[config.mk]
export PLATFORM = sky130hd
export DESIGN_NAME = shreg_unit
export DESIGN_NICKNAME = d
export VERILOG_FILES = /design/src/rtl/shreg_pkg.sv /design/src/rtl/shreg_fill_sel.sv /design/src/rtl/shreg_shifter.sv /design/src/rtl/shreg_ovf.sv /design/src/rtl/shreg_unit.sv
export SDC_FILE = /design/constraint.sdc
export NUM_CORES = 1
export LEC_CHECK = 0
export ABC_AREA = 1
export BUFFER_PORTS_ARGS = -buffer_cell sky130_fd_sc_hd__buf_4
export CELL_PAD_IN_SITES_DETAIL_PLACEMENT = 0
export CELL_PAD_IN_SITES_GLOBAL_PLACEMENT = 1
export CORE_MARGIN = 3
export CORE_UTILIZATION = 36
export DETAILED_ROUTE_END_ITERATION = 8
export HOLD_SLACK_MARGIN = 0.06
export PLACE_DENSITY = 0.93
export SLEW_MARGIN = 20
export SYNTH_ARGS = -nofsm -noshare
export SYNTH_HDL_FRONTEND = slang
export SYNTH_HIERARCHICAL = 1
export SYNTH_SLANG_ARGS = --single-unit
[constraint.sdc]
create_clock -name clk -period 1.3 [get_ports clk]
set_clock_uncertainty 0.2 [all_clocks]
set_input_delay 0.39 -clock clk [delete_from_list [all_inputs] [get_ports clk]]
set_output_delay 0.39 -clock clk [all_outputs]
set_load 0.01 [all_outputs]
[src/rtl/shreg_pkg.sv]
package shreg_pkg;
  localparam int OP_W = 4;

  typedef enum logic [OP_W-1:0] {
    OP_HOLD = 4'd0,
    OP_LOAD = 4'd1,
    OP_LSR  = 4'd2,
    OP_LSL  = 4'd3,
    OP_ROR  = 4'd4,
    OP_ROL  = 4'd5,
    OP_ASR  = 4'd6,
    OP_ASL  = 4'd7,
    OP_SER  = 4'd8,
    OP_SEL  = 4'd9
  } op_e;
endpackage

[src/rtl/shreg_fill_sel.sv]
module shreg_fill_sel
  import shreg_pkg::*;
(
  input  logic [OP_W-1:0] op_code,
  input  logic            msb_in,
  input  logic            lsb_in,
  input  logic            fill_left,
  input  logic            fill_right,
  output logic            is_shift,
  output logic            dir_left,
  output logic            fill_bit
);
  // bit 0 of every shift code selects the direction (1 = toward MSB)
  assign is_shift = (op_code >= OP_LSR) && (op_code <= OP_SEL);
  assign dir_left = op_code[0];

  always_comb begin
    fill_bit = 1'b0;
    case (op_code)
      OP_ROL:  fill_bit = msb_in;
      OP_ROR:  fill_bit = lsb_in;
      OP_ASR:  fill_bit = msb_in;
      OP_SEL:  fill_bit = fill_left;
      OP_SER:  fill_bit = fill_right;
      default: fill_bit = 1'b0;
    endcase
  end
endmodule

[src/rtl/shreg_shifter.sv]
module shreg_shifter #(
  parameter int W = 8
) (
  input  logic [W-1:0] din,
  input  logic         dir_left,
  input  logic         fill_bit,
  output logic [W-1:0] dout
);
  logic [W-1:0] up_v;
  logic [W-1:0] dn_v;

  for (genvar i = 0; i < W; i++) begin : g_bit
    if (i == 0) begin : g_lo
      assign up_v[i] = fill_bit;
    end else begin : g_lo_mid
      assign up_v[i] = din[i-1];
    end
    if (i == W-1) begin : g_hi
      assign dn_v[i] = fill_bit;
    end else begin : g_hi_mid
      assign dn_v[i] = din[i+1];
    end
  end

  assign dout = dir_left ? up_v : dn_v;
endmodule

[src/rtl/shreg_ovf.sv]
module shreg_ovf
  import shreg_pkg::*;
(
  input  logic            clk,
  input  logic            rst_q,
  input  logic [OP_W-1:0] op_code,
  input  logic            top_bit,
  input  logic            next_bit,
  output logic            ovf_q
);
  logic ovf_en;
  logic ovf_d;

  always_comb begin
    ovf_en = (op_code == OP_ASL);
    ovf_d  = top_bit ^ next_bit;
  end

  always_ff @(posedge clk or negedge rst_q) begin
    if (!rst_q)      ovf_q <= 1'b0;
    else if (ovf_en) ovf_q <= ovf_d;
  end

  assert_ovf_capture_R8: assert property (@(posedge clk) disable iff (!rst_q)
    (op_code == OP_ASL) |=> (ovf_q == ($past(top_bit) ^ $past(next_bit))));

  assert_ovf_keep_R9: assert property (@(posedge clk) disable iff (!rst_q)
    (op_code != OP_ASL) |=> $stable(ovf_q));
endmodule

[src/rtl/shreg_unit.sv]
module shreg_unit
  import shreg_pkg::*;
#(
  parameter int W = 8
) (
  input  logic            clk,
  input  logic            rst_n,
  input  logic [OP_W-1:0] op_code,
  input  logic [W-1:0]    load_data,
  input  logic            fill_left,
  input  logic            fill_right,
  output logic [W-1:0]    reg_q,
  output logic            ovf_q
);
  localparam int MSB = W - 1;

  // reset release synchroniser
  logic [1:0] rst_sync;
  logic       rst_q;

  always_ff @(posedge clk or negedge rst_n) begin
    if (!rst_n) rst_sync <= 2'b00;
    else        rst_sync <= {rst_sync[0], 1'b1};
  end
  assign rst_q = rst_sync[1];

  logic         is_shift;
  logic         dir_left;
  logic         fill_bit;
  logic [W-1:0] shifted;
  logic [W-1:0] q_d;
  logic         q_en;

  shreg_fill_sel u_fill (
    .op_code    (op_code),
    .msb_in     (reg_q[MSB]),
    .lsb_in     (reg_q[0]),
    .fill_left  (fill_left),
    .fill_right (fill_right),
    .is_shift   (is_shift),
    .dir_left   (dir_left),
    .fill_bit   (fill_bit)
  );

  shreg_shifter #(.W(W)) u_shift (
    .din      (reg_q),
    .dir_left (dir_left),
    .fill_bit (fill_bit),
    .dout     (shifted)
  );

  shreg_ovf u_ovf (
    .clk      (clk),
    .rst_q    (rst_q),
    .op_code  (op_code),
    .top_bit  (reg_q[MSB]),
    .next_bit (reg_q[MSB-1]),
    .ovf_q    (ovf_q)
  );

  always_comb begin
    q_d  = reg_q;
    q_en = 1'b0;
    if (op_code == OP_LOAD) begin
      q_en = 1'b1;
      q_d  = load_data;
    end else if (is_shift) begin
      q_en = 1'b1;
      q_d  = shifted;
    end
  end

  always_ff @(posedge clk or negedge rst_q) begin
    if (!rst_q)    reg_q <= '0;
    else if (q_en) reg_q <= q_d;
  end

  assert_reset_clear_R1: assert property (@(posedge clk)
    !rst_q |-> (reg_q == '0 && ovf_q == 1'b0));

  assert_load_R2: assert property (@(posedge clk) disable iff (!rst_q)
    (op_code == OP_LOAD) |=> (reg_q == $past(load_data)));

  assert_hold_R3: assert property (@(posedge clk) disable iff (!rst_q)
    (op_code == OP_HOLD || op_code > OP_SEL) |=> ($stable(reg_q) && $stable(ovf_q)));

  assert_lsl_R4: assert property (@(posedge clk) disable iff (!rst_q)
    (op_code == OP_LSL) |=> (reg_q == {$past(reg_q[MSB-1:0]), 1'b0}));

  assert_rol_R5: assert property (@(posedge clk) disable iff (!rst_q)
    (op_code == OP_ROL) |=> (reg_q == {$past(reg_q[MSB-1:0]), $past(reg_q[MSB])}));

  assert_asr_sign_R6: assert property (@(posedge clk) disable iff (!rst_q)
    (op_code == OP_ASR) |=> (reg_q[MSB] == $past(reg_q[MSB]) && reg_q[MSB-1] == $past(reg_q[MSB])));

  assert_asl_zero_R7: assert property (@(posedge clk) disable iff (!rst_q)
    (op_code == OP_ASL) |=> (reg_q[0] == 1'b0));

  assert_serial_left_R10: assert property (@(posedge clk) disable iff (!rst_q)
    (op_code == OP_SEL) |=> (reg_q[0] == $past(fill_left)));
endmodule

# Word level (Yosys, flattened, before mapping)
# Cells that the tools add are included.
word_totals:
  memories: 0
  latchBits: 0
  mem_bits_rw: 0
  romBits: 0
  output_inout_bits: 9
  elab_cells: 23
  inputBits: 16
  reg_bits: 11
classes:
  n_addsub: 0
  mux: 6
  shifts: 0
  eq_ne: 7
  n_bitwise: 1
  order_cmp: 2
  reduce_logical: 4
  mul: 0
  n_div: 0
ops:
  columns: ["op", "count"]
  rows:
  - ["8-bit 2-to-1 mux", 3]
  - ["4-bit by 3-bit equality test with 1-bit output, second input constant", 4]
  - ["4-bit equality test, second input constant", 2]
  - ["4-bit by 1-bit equality test with 1-bit output, second input constant", 1]
  - ["4-bit by 2-bit greater-or-equal comparator with 1-bit output, second input constant", 1]
  - ["4-bit <= comparator, second input constant", 1]
  - ["1-bit one-hot mux with 4 select lines", 1]
  - ["1-bit 2-to-1 mux", 2]
  - ["2-bit AND reduction", 1]
  - ["2-bit nonzero test", 1]
  - ["2-bit OR reduction", 1]
  - ["1-bit logical AND", 1]
  - ["1-bit bitwise XOR", 1]

# Depth between registers and ports, before layout
# Gate-level depths: netlist of the first run.
depth:
  ltp_word: 6
  ltp_mapped: 11

# By module
# The synthesis of the first run kept the hierarchy.
by_module_without_submodules:
  columns: ["mod", "seq_area_each_um2", "cells_per_inst", "area_per_inst_um2", "instances"]
  rows:
  - ["shreg_unit", 250.2, 74, 544.3, 1]
  - ["shreg_shifter", 0.0, 26, 105.1, 1]
  - ["shreg_ovf", 25.0, 17, 90.1, 1]
  - ["shreg_fill_sel", 0.0, 19, 86.3, 1]

# Worst setup path before layout of the first run
# Ideal clock, no wire load.
synth_timing:
  path_type: "flip-flop to flip-flop"
  start: "register reg_q[7]"
  end: "register reg_q[7]"
  synth_period_minus_slack_ns: 1.349
  t_required_ns: 1.035
  path_buffers: 0
  slack_ns: -0.049
  arrival_time_ns: 1.084
  stages_incl_launch_ff: 11
  path_cell_list: "dfrtp_1 inv_1 o21ai_0 nand2_1 nor2_2 nand2_1 nand2_1 nand2_1 nand2_1 nand2_1 nand2_1"
synth_via:
  elab_chain_cells: 4
synth_lines:
  columns: ["element", "line", "source"]
  rows:
  - ["from (decl)", "shreg_unit.sv:12", "output logic [W-1:0] reg_q,"]
  - ["from (signal assigned)", "shreg_unit.sv:75", "else if (q_en) reg_q <= q_d;"]
  - ["1-bit one-hot mux with 4 select lines", "shreg_fill_sel.sv:19", "case (op_code)"]
  - ["named net fill_bit", "shreg_unit.sv:29", "logic fill_bit;"]
  - ["8-bit 2-to-1 mux", "shreg_shifter.sv:25", "assign dout = dir_left ? up_v : dn_v;"]
  - ["named net shifted[7]", "shreg_unit.sv:30", "logic [W-1:0] shifted;"]
  - ["8-bit 2-to-1 mux", "shreg_unit.sv:67", "end else if (is_shift) begin"]
  - ["8-bit 2-to-1 mux", "shreg_unit.sv:64", "if (op_code == OP_LOAD) begin"]
# The timed path passes the listed nets, and every way through them passes these cells. The select of a mux whose other input is x is not followed.
# A chain may end at the register's enable or synchronous reset.

# Worst setup path after layout of the first run
layout_timing:
  start: "register reg_q[0]"
  end: "output port reg_q[0]"
# No word-level cell between the ends.

==> impl_metrics.tcl, run 1 <==
set metrics [dict create \
    status "finished with violations" \
    failed_checks "hold timing, setup timing" \
    critPathSlowestCell "dfrtp_1" \
    hold_path_class "flop to async pin" \
    mostFrequentLayoutCells "69 x nand2_1, 30 x buf_4, 17 x nand3_1" \
    crit_chain "buf_6 -> buf_6" \
    end_kind "output pin" \
    via_count 939 \
    final-setup-viol-count 11 \
    std_cell_rows 16 \
    cts_max_level 1 \
    drtIter0Drc 25 \
    hpwlAfterDp_um 1470 \
    crit_arrival_ns 0.89 \
    finalCritPeriodShare 1.14 \
    fmax_mhz 677 \
    p_per_area_nw_per_um2 1060 \
    final_common_cell "nand2_1" \
    design_area_um2 1270 \
    gp_congestion 0.807 \
    via_per_inst 4.54 \
    cp_max_fo 2 \
    synth.yosys.seq_area_share 0.333 \
    rsz0062_at_grt "yes" \
    ir_drop_mv 0.583 \
    holdBufCountCts 1 \
    drv_cap 0 \
    start_util 0.400 \
    die_y_um 53.9 \
    clk_pin_slew_ns 0.07 \
    wirelength_um 2100 \
    syn_area_um2 826 \
    clk_path_buf_depth 2 \
    slowest_delay_ns 0.40 \
    synth-edff-count 0 \
    crit_top_cell "buf_6" \
    slew_violations 0 \
    crit_type "flop to output pin" \
    hold_slack_ns -0.0383 \
    num_antenna_cells 0 \
    cts-buffers-inserted 3 \
    path_buf_inv 2 \
    io_buffers 24 \
    syn_area_per_cell_um2 6.07 \
    synthesis.nets 152 \
    ys_warn_count 6 \
    p_leak_nw 0.753 \
    hold_viol_final 9 \
    synth-seq-cells 11 \
    reg2reg_depth 11 \
    grt_pass1_vias 846 \
    place_area_um2 1090 \
    num-nets-final 197 \
    drc_errors 0 \
    min_period_ns 1.48 \
    drtPass1Iterations 4 \
    clock_sinks 11 \
    drive_above_1_share 0.350 \
    synth_ff_type "dfrtp_1" \
    async_flop_share 1.00 \
    antenna_found_initial 0 \
    overflow 0 \
    die_w_um 53.9 \
    clk_latency_ns 0.26 \
    antenna_left 0 \
    wl_per_cell_um 10.1 \
    syn_inst 136 \
    critPathLaunchType "flop" \
    cp.required_ns 0.71 \
    grt_start_max_net_pins 17 \
    grt_pass1_wl_um 3480 \
    finalPower_mw 1.35 \
    coreArea_um2 2060 \
    cts_root_buf "clkbuf_4" \
    syn2layout_area_growth_pct 54.1 \
    dieArea_um2 2900 \
    synthDistinctLibCells 15 \
    groute.usage.overall 0.160 \
    worst-path-stages 2 \
    cp_top_family "flip-flops" \
    ioPinCount 25 \
    cts_tree "done" \
    worst_slack_ns -0.178 \
]
==> registers in the layout (all words and copies together), names as in the netlist <==
signal	flops
reg_q	8
rst_sync	2
u_ovf/ovf_q	1
==> what timing repair did <==
action                                 4_1_cts  5_1_grt
setup endpoints to repair                   11       17
setup buffers                                8        0
endpoints found under the hold margin       11        9
pin swaps                                    1        6
gates resized for setup                     10       12
==> metrics by stage <==
step / utilization / TNS [ns] / worst slack [ns] / hold WS [ns] / std cells
4_1_cts: 0.593 / -1.07 / -0.170 / -0.0252 / 207
3_5_place_dp: 0.528 / -1.85 / -0.247 / -0.0318 / 194
2_1_floorplan: - / 0 / 0.0180 / -0.106 / 136
3_3_place_gp: 0.528 / -1.71 / -0.232 / -0.0321 / 194
5_1_grt: 0.617 / -1.62 / -0.212 / 0.00498 / 207
6_report: 0.617 / -1.03 / -0.178 / -0.0383 / 207
==> area by class of cell <==
cell class	instances	area (um^2)
Clock buffer	4	26.3
Multi-Input combinational cell	103	487
Fill cell	203	790
Tap cell	27	33.8
Sequential cell	11	277
Inverter	18	67.6
Timing Repair Buffer	44	382
==> layer usage <==
| metal | global-route usage | up-vias | share of wire |
|---|---|---|---|
| met5 | 0 | - | 0 |
| met4 | 0.0383 | 0 | 0.010 |
| met3 | 0.0277 | 2 | 0.061 |
| met2 | 0.264 | 29 | 0.48 |
| met1 | 0.214 | 413 | 0.45 |
| li1 | - | 495 | - |
==> worst paths after layout <==
kind | from | endpoint | slack, ns
min in group clk | rst_sync[0] | rst_sync[1] | 0.15
worst max-delay path | reg_q[0] | reg_q[0] | -0.18
worst min-delay path | rst_sync[1] | reg_q[5] | -0.04
worst max register to register | reg_q[0] | reg_q[7] | -0.11
worst min register to register | rst_sync[1] | reg_q[5] | -0.04
max in group asynchronous | rst_n | rst_sync[1] | 0.58
==> power by group <==
part	internal, mW	switching [mW]
Clock	0.119	0.113
Sequential	0.411	0.0607
Combinational	0.354	0.288
Total	0.883	0.462
==> synth_stat cells, types with 2 or more instances <==
cell type	n	area, um^2
nor2_4	2	22.5
buf_4	2	15.0
o21ai_0	2	10.0
inv_2	2	7.51
nor2_1	4	15.0
nand2_1	70	263
nor2_2	4	25.0
buf_6	2	22.5
inv_1	16	60.1
nand3_1	17	85.1
dfrtp_1	11	275
==> kinds of logic after synthesis <==
kind of cell / after synthesis / synth area share
AO/OA/AOI/OAI: 3 / 0.0182
other: 1 / 0.00454
AND/OR/NAND/NOR: 99 / 0.517
flip-flops: 11 / 0.333
buffers and inverters: 22 / 0.127
Note: power is estimated with default switching activity, not from simulation.
==> run 2, diff against run 1 <==
--- a/config.mk
+++ b/config.mk
@@ -14,6 +14,7 @@
 export DETAILED_ROUTE_END_ITERATION = 8
 export HOLD_SLACK_MARGIN = 0.06
 export PLACE_DENSITY = 0.93
+export SKIP_CTS_REPAIR_TIMING = 1
 export SLEW_MARGIN = 20
 export SYNTH_ARGS = -nofsm -noshare
 export SYNTH_HDL_FRONTEND = slang
==> run 2 against run 1 <==
Effect of this change: the flow still finishes with violations (hold timing, setup timing); clock power about the same; final cell count unchanged; maximum frequency increased by 0.72%; sequential power rose by 3%; critical path depth did not move; critical path type unchanged; critical endpoint unchanged; largest cell class unchanged; largest power group unchanged.
==> impl_metrics.tcl, run 2 (synthesized netlist as in run 1, its figures left out) <==
set metrics [dict create \
    status "finished with violations" \
    failed_checks "hold timing, setup timing" \
    grt_start_max_net_pins 17 \
    clk_pin_slew_ns 0.07 \
    grt_pass1_vias 785 \
    r2r_start "reg_q[0]" \
    rsz0062_at_grt "yes" \
    drv_cap 0 \
    clk_path_buf_depth 2 \
    gp_congestion 0.807 \
    drive_above_1_share 0.356 \
    final_common_cell "nand2_1" \
    power_frac_comb 0.464 \
    drc_errors 0 \
    p_per_area_nw_per_um2 1070 \
    cts-buffers-inserted 3 \
    coreArea_um2 2060 \
    cts_max_level 1 \
    start_util 0.400 \
    crit_chain "buf_6 -> buf_6" \
    io_buffers 24 \
    end_kind "output pin" \
    num-nets-final 197 \
    slew_violations 0 \
    p_seq_frac 0.362 \
    via_count 940 \
    die_y_um 53.9 \
    groute.usage.overall 0.149 \
    final-setup-viol-count 11 \
    drtPass1Iterations 4 \
    mostFrequentLayoutCells "69 x nand2_1, 32 x buf_4, 17 x nand3_1" \
    hold_viol_final 9 \
    largestRegisters "reg_q x8, rst_sync x2, u_ovf/ovf_q x1" \
    std_cell_rows 16 \
    antenna_found_initial 0 \
    pre_cts_ws_ns -0.247 \
    cp_top_family "flip-flops" \
    cp_max_fo 2 \
    critPathLaunchType "flop" \
    num_antenna_cells 0 \
    via_per_inst 4.54 \
    hold_path_class "flop to async pin" \
    clk_latency_ns 0.26 \
    cts_tree "done" \
    slowest_delay_ns 0.39 \
    syn2layout_area_growth_pct 51.4 \
    overflow 0 \
    crit_type "flop to output pin" \
    crit_arrival_ns 0.88 \
    crit_start "reg_q[0]" \
    place_area_um2 1090 \
    top_register "reg_q" \
    path_buf_inv 2 \
    ioPinCount 25 \
    cts_root_buf "clkbuf_4" \
    finalCritPeriodShare 1.13 \
    ir_drop_mv 0.610 \
    design_area_um2 1250 \
    antenna_left 0 \
    fmax_mhz 681 \
    post-route-util 0.606 \
    wl_per_cell_um 9.95 \
    hold_slack_ns -0.0350 \
    p_leak_nw 0.745 \
    drtIter0Drc 28 \
    largest_register_ffs 8 \
    min_period_ns 1.47 \
    cp.required_ns 0.71 \
    critPathSlowestCell "dfrtp_1" \
    wirelength_um 2060 \
    fillers 206 \
    crit_top_cell "buf_6" \
    clock_sinks 11 \
    worst_slack_ns -0.168 \
    finalPower_mw 1.34 \
    p_sw_mw 0.458 \
    grt_pass1_wl_um 3260 \
    clockPowerShare 0.174 \
    dieArea_um2 2900 \
    p_int_mw 0.878 \
    hpwlAfterDp_um 1470 \
    p_sw_frac 0.343 \
    die_w_um 53.9 \
]
run 2: changes by cell type in the layout (fill, tap and decap cells not counted):
cell	change
buf_4	+2
nor3_2	+1
dfrtp_2	+1
dfrtp_1	-1
nor2_4	-2
nor2_2	+2
nor3_4	-1
buf_6	-2
run 2: worst register-to-register path, cell delays in order (launching register included):
cell     delay [ns]
dfrtp_1        0.39
buf_4          0.14
o21ai_2        0.10
nand2_1        0.06
nand2_1        0.07
nor2_2         0.04
nand2_1        0.06
nand2_1        0.04
nand2_1        0.06
nand2_1        0.05
nand2_1        0.07
nand2_1        0.04
run 2: per-stage QoR:
stage | TNS (ns) | instances
after floorplan | 0 | 136
after global placement | -1.71 | 194
after detailed placement | -1.85 | 194
after CTS | -1.34 | 198
after global routing | -1.85 | 207
final | -1.16 | 207
run 2: cell type report:
class	instances	area, um^2	area share
flip-flops and latches	11	278	0.222
well taps	27	33.8	0.0270
clock buffers	4	26.3	0.0210
repair buffers	44	374	0.299
multi-input cells	103	470	0.376
inverters	18	67.6	0.0541
run 2: power by group through the flow:
stage / combinational (mW) / sequential (mW) / clock [mW]
finish: 0.619 / 0.484 / 0.232
global route: 0.693 / 0.492 / 0.259
CTS: 0.461 / 0.487 / 0.236
detailed placement: 0.459 / 0.493 / 0
global placement: 0.453 / 0.491 / 0
floorplan: 0.211 / 0.511 / 0
run 2: path summary, 6_finish.rpt:
check                               to  slack (ns)  cells after the start
setup / recovery              reg_q[0]       -0.17                      2
hold / removal                reg_q[5]       -0.04                      0
setup reg to reg              reg_q[7]       -0.11                     11
hold reg to reg               reg_q[5]       -0.04                      0
max in group asynchronous  rst_sync[1]        0.58                      2
min in group clk           rst_sync[1]        0.15                      0
run 2: layer usage:
layer  GRT usage  vias to the layer above  share of wire
met2       0.248                       29           0.48
met4      0.0255                        0              0
met5           0                        -              0
li1            -                      497              -
met3      0.0249                        0          0.063
met1       0.203                      414           0.45
==> run 3, diff against run 2 <==
--- a/config.mk
+++ b/config.mk
@@ -10,10 +10,11 @@
 export CELL_PAD_IN_SITES_DETAIL_PLACEMENT = 0
 export CELL_PAD_IN_SITES_GLOBAL_PLACEMENT = 1
 export CORE_MARGIN = 3
-export CORE_UTILIZATION = 36
+export CORE_UTILIZATION = 33
 export DETAILED_ROUTE_END_ITERATION = 8
 export HOLD_SLACK_MARGIN = 0.06
-export PLACE_DENSITY = 0.93
+export PLACE_DENSITY = 0.87
+export SETUP_SLACK_MARGIN = 0.2
 export SKIP_CTS_REPAIR_TIMING = 1
 export SLEW_MARGIN = 20
 export SYNTH_ARGS = -nofsm -noshare
==> constraint.sdc (replaced) <==
create_clock -name clk -period 1.4 [get_ports clk]
set_clock_uncertainty 0.2 [all_clocks]
set_input_delay 0.42 -clock clk [delete_from_list [all_inputs] [get_ports clk]]
set_output_delay 0.42 -clock clk [all_outputs]
set_load 0.01 [all_outputs]
==> run 3 against run 2 <==
Effect of this change: the flow still finishes with violations (hold timing, setup timing); cell area rose by 17%; via count increased by 7.2%; sequential power down 6.2%; global-route usage shrank 0.86 points; setup slack improved by 0.084 ns; highest routed layer is now met4.
==> impl_metrics.tcl, run 3 (synthesized netlist as in run 1, its figures left out) <==
set metrics [dict create \
    worst_slack_ns -0.0839 \
    critPathLaunchType "flop" \
    p_per_area_nw_per_um2 923 \
    drv_cap 0 \
    crit_chain "buf_6" \
    antenna_found_initial 0 \
    final-setup-viol-count 9 \
    grt_use_met1 0.194 \
    start_util 0.359 \
    mostFrequentLayoutCells "64 x nand2_1, 30 x buf_4, 16 x buf_6" \
    path_buf_inv 1 \
    cp.required_ns 0.78 \
    cp_max_fo 5 \
    stdcell_count 216 \
    finalCritPeriodShare 1.06 \
    cts-buffers-inserted 3 \
    fmax_mhz 674 \
    grt.busiest_layer "met2" \
    hold_path_class "flop to async pin" \
    wirelength_um 2530 \
    multiInputGateArea_um2 572 \
    hpwlAfterDp_um 1590 \
    p_leak_nw 0.793 \
    via_per_inst 4.67 \
    status "finished with violations" \
    design_area_um2 1460 \
    syn2layout_area_growth_pct 76.5 \
    io_buffers 24 \
    drtIter0Drc 30 \
    rsz0062_at_grt "yes" \
    grt_pass1_vias 825 \
    grt_use_met2 0.207 \
    slew_violations 0 \
    dp.cells 195 \
    largestRegisters "reg_q x8, rst_sync x2, u_ovf/ovf_q x1" \
    ioPinCount 25 \
    die_y_um 56.0 \
    drtPass1Iterations 4 \
    ir_drop_mv 0.589 \
    drive_above_1_share 0.463 \
    num-nets-final 205 \
    groute.usage.overall 0.141 \
    clk_pin_slew_ns 0.07 \
    largest_register_ffs 8 \
    place_area_um2 1140 \
    coreArea_um2 2300 \
    seq_area_um2 279 \
    clk_latency_ns 0.28 \
    hold_viol_final 9 \
    fin_setup_tns_ns -0.390 \
    dieArea_um2 3140 \
    drc_errors 0 \
    critPathSlowestCell "dfrtp_2" \
    grt_pass1_wl_um 3570 \
    antenna_left 0 \
    crit_arrival_ns 0.86 \
    gr-usage-met3 0.0232 \
    min_period_ns 1.48 \
    std_cell_rows 17 \
    final_common_cell "nand2_1" \
    num_antenna_cells 0 \
    via_count 1008 \
    cts_tree "done" \
    die_w_um 56.0 \
    end_kind "output pin" \
    clk_path_buf_depth 2 \
    fillers 197 \
    overflow 0 \
    top_register "reg_q" \
    failed_checks "hold timing, setup timing" \
    cts_root_buf "clkbuf_4" \
    grt_start_max_net_pins 17 \
    crit_type "flop to output pin" \
    finalPower_mw 1.35 \
    cts_max_level 1 \
    slowest_delay_ns 0.45 \
    wl_per_cell_um 11.7 \
    clock_sinks 11 \
    cp_top_family "flip-flops" \
    hold_slack_ns -0.0429 \
    gp_congestion 0.850 \
]
[run 3: path summary, 6_finish.rpt]
path	startpoint	to	slack, ns	depth (start not counted)
worst min register to register	rst_sync[1]	reg_q[0]	-0.04	0
min in group clk	rst_sync[0]	rst_sync[1]	0.15	0
worst min-delay path	rst_sync[1]	reg_q[0]	-0.04	0
worst max register to register	reg_q[0]	reg_q[0]	0.02	10
worst max-delay path	reg_q[6]	reg_q[6]	-0.08	1
max in group asynchronous	rst_n	rst_sync[1]	0.65	2
[run 3: where the power goes]
group / switching (mW) / internal, mW
Sequential: 0.0707 / 0.384
Combinational: 0.292 / 0.373
Clock: 0.116 / 0.111
Total: 0.478 / 0.868
[run 3: per-stage QoR]
| stage | setup slack [ns] | utilization |
|---|---|---|
| 6_report | -0.0839 | 0.635 |
| 4_1_cts | -0.165 | 0.507 |
| 2_1_floorplan | 0.105 | - |
| 3_5_place_dp | -0.462 | 0.495 |
| 5_1_grt | -0.114 | 0.635 |
| 3_3_place_gp | -0.423 | 0.495 |
[run 3: per-layer routing]
layer  up-vias  part of all wire
met5         -                 0
met4         0             0.018
met3         5             0.056
met2        42              0.48
met1       445              0.45
li1        516                 -
[run 3: final cells by class]
cell class | count | area share
Multi-Input combinational cell | 105 | 0.392
Timing Repair Buffer | 50 | 0.323
Sequential cell | 11 | 0.191
Inverter | 18 | 0.0515
Tap cell | 28 | 0.0240
Clock buffer | 4 | 0.0180
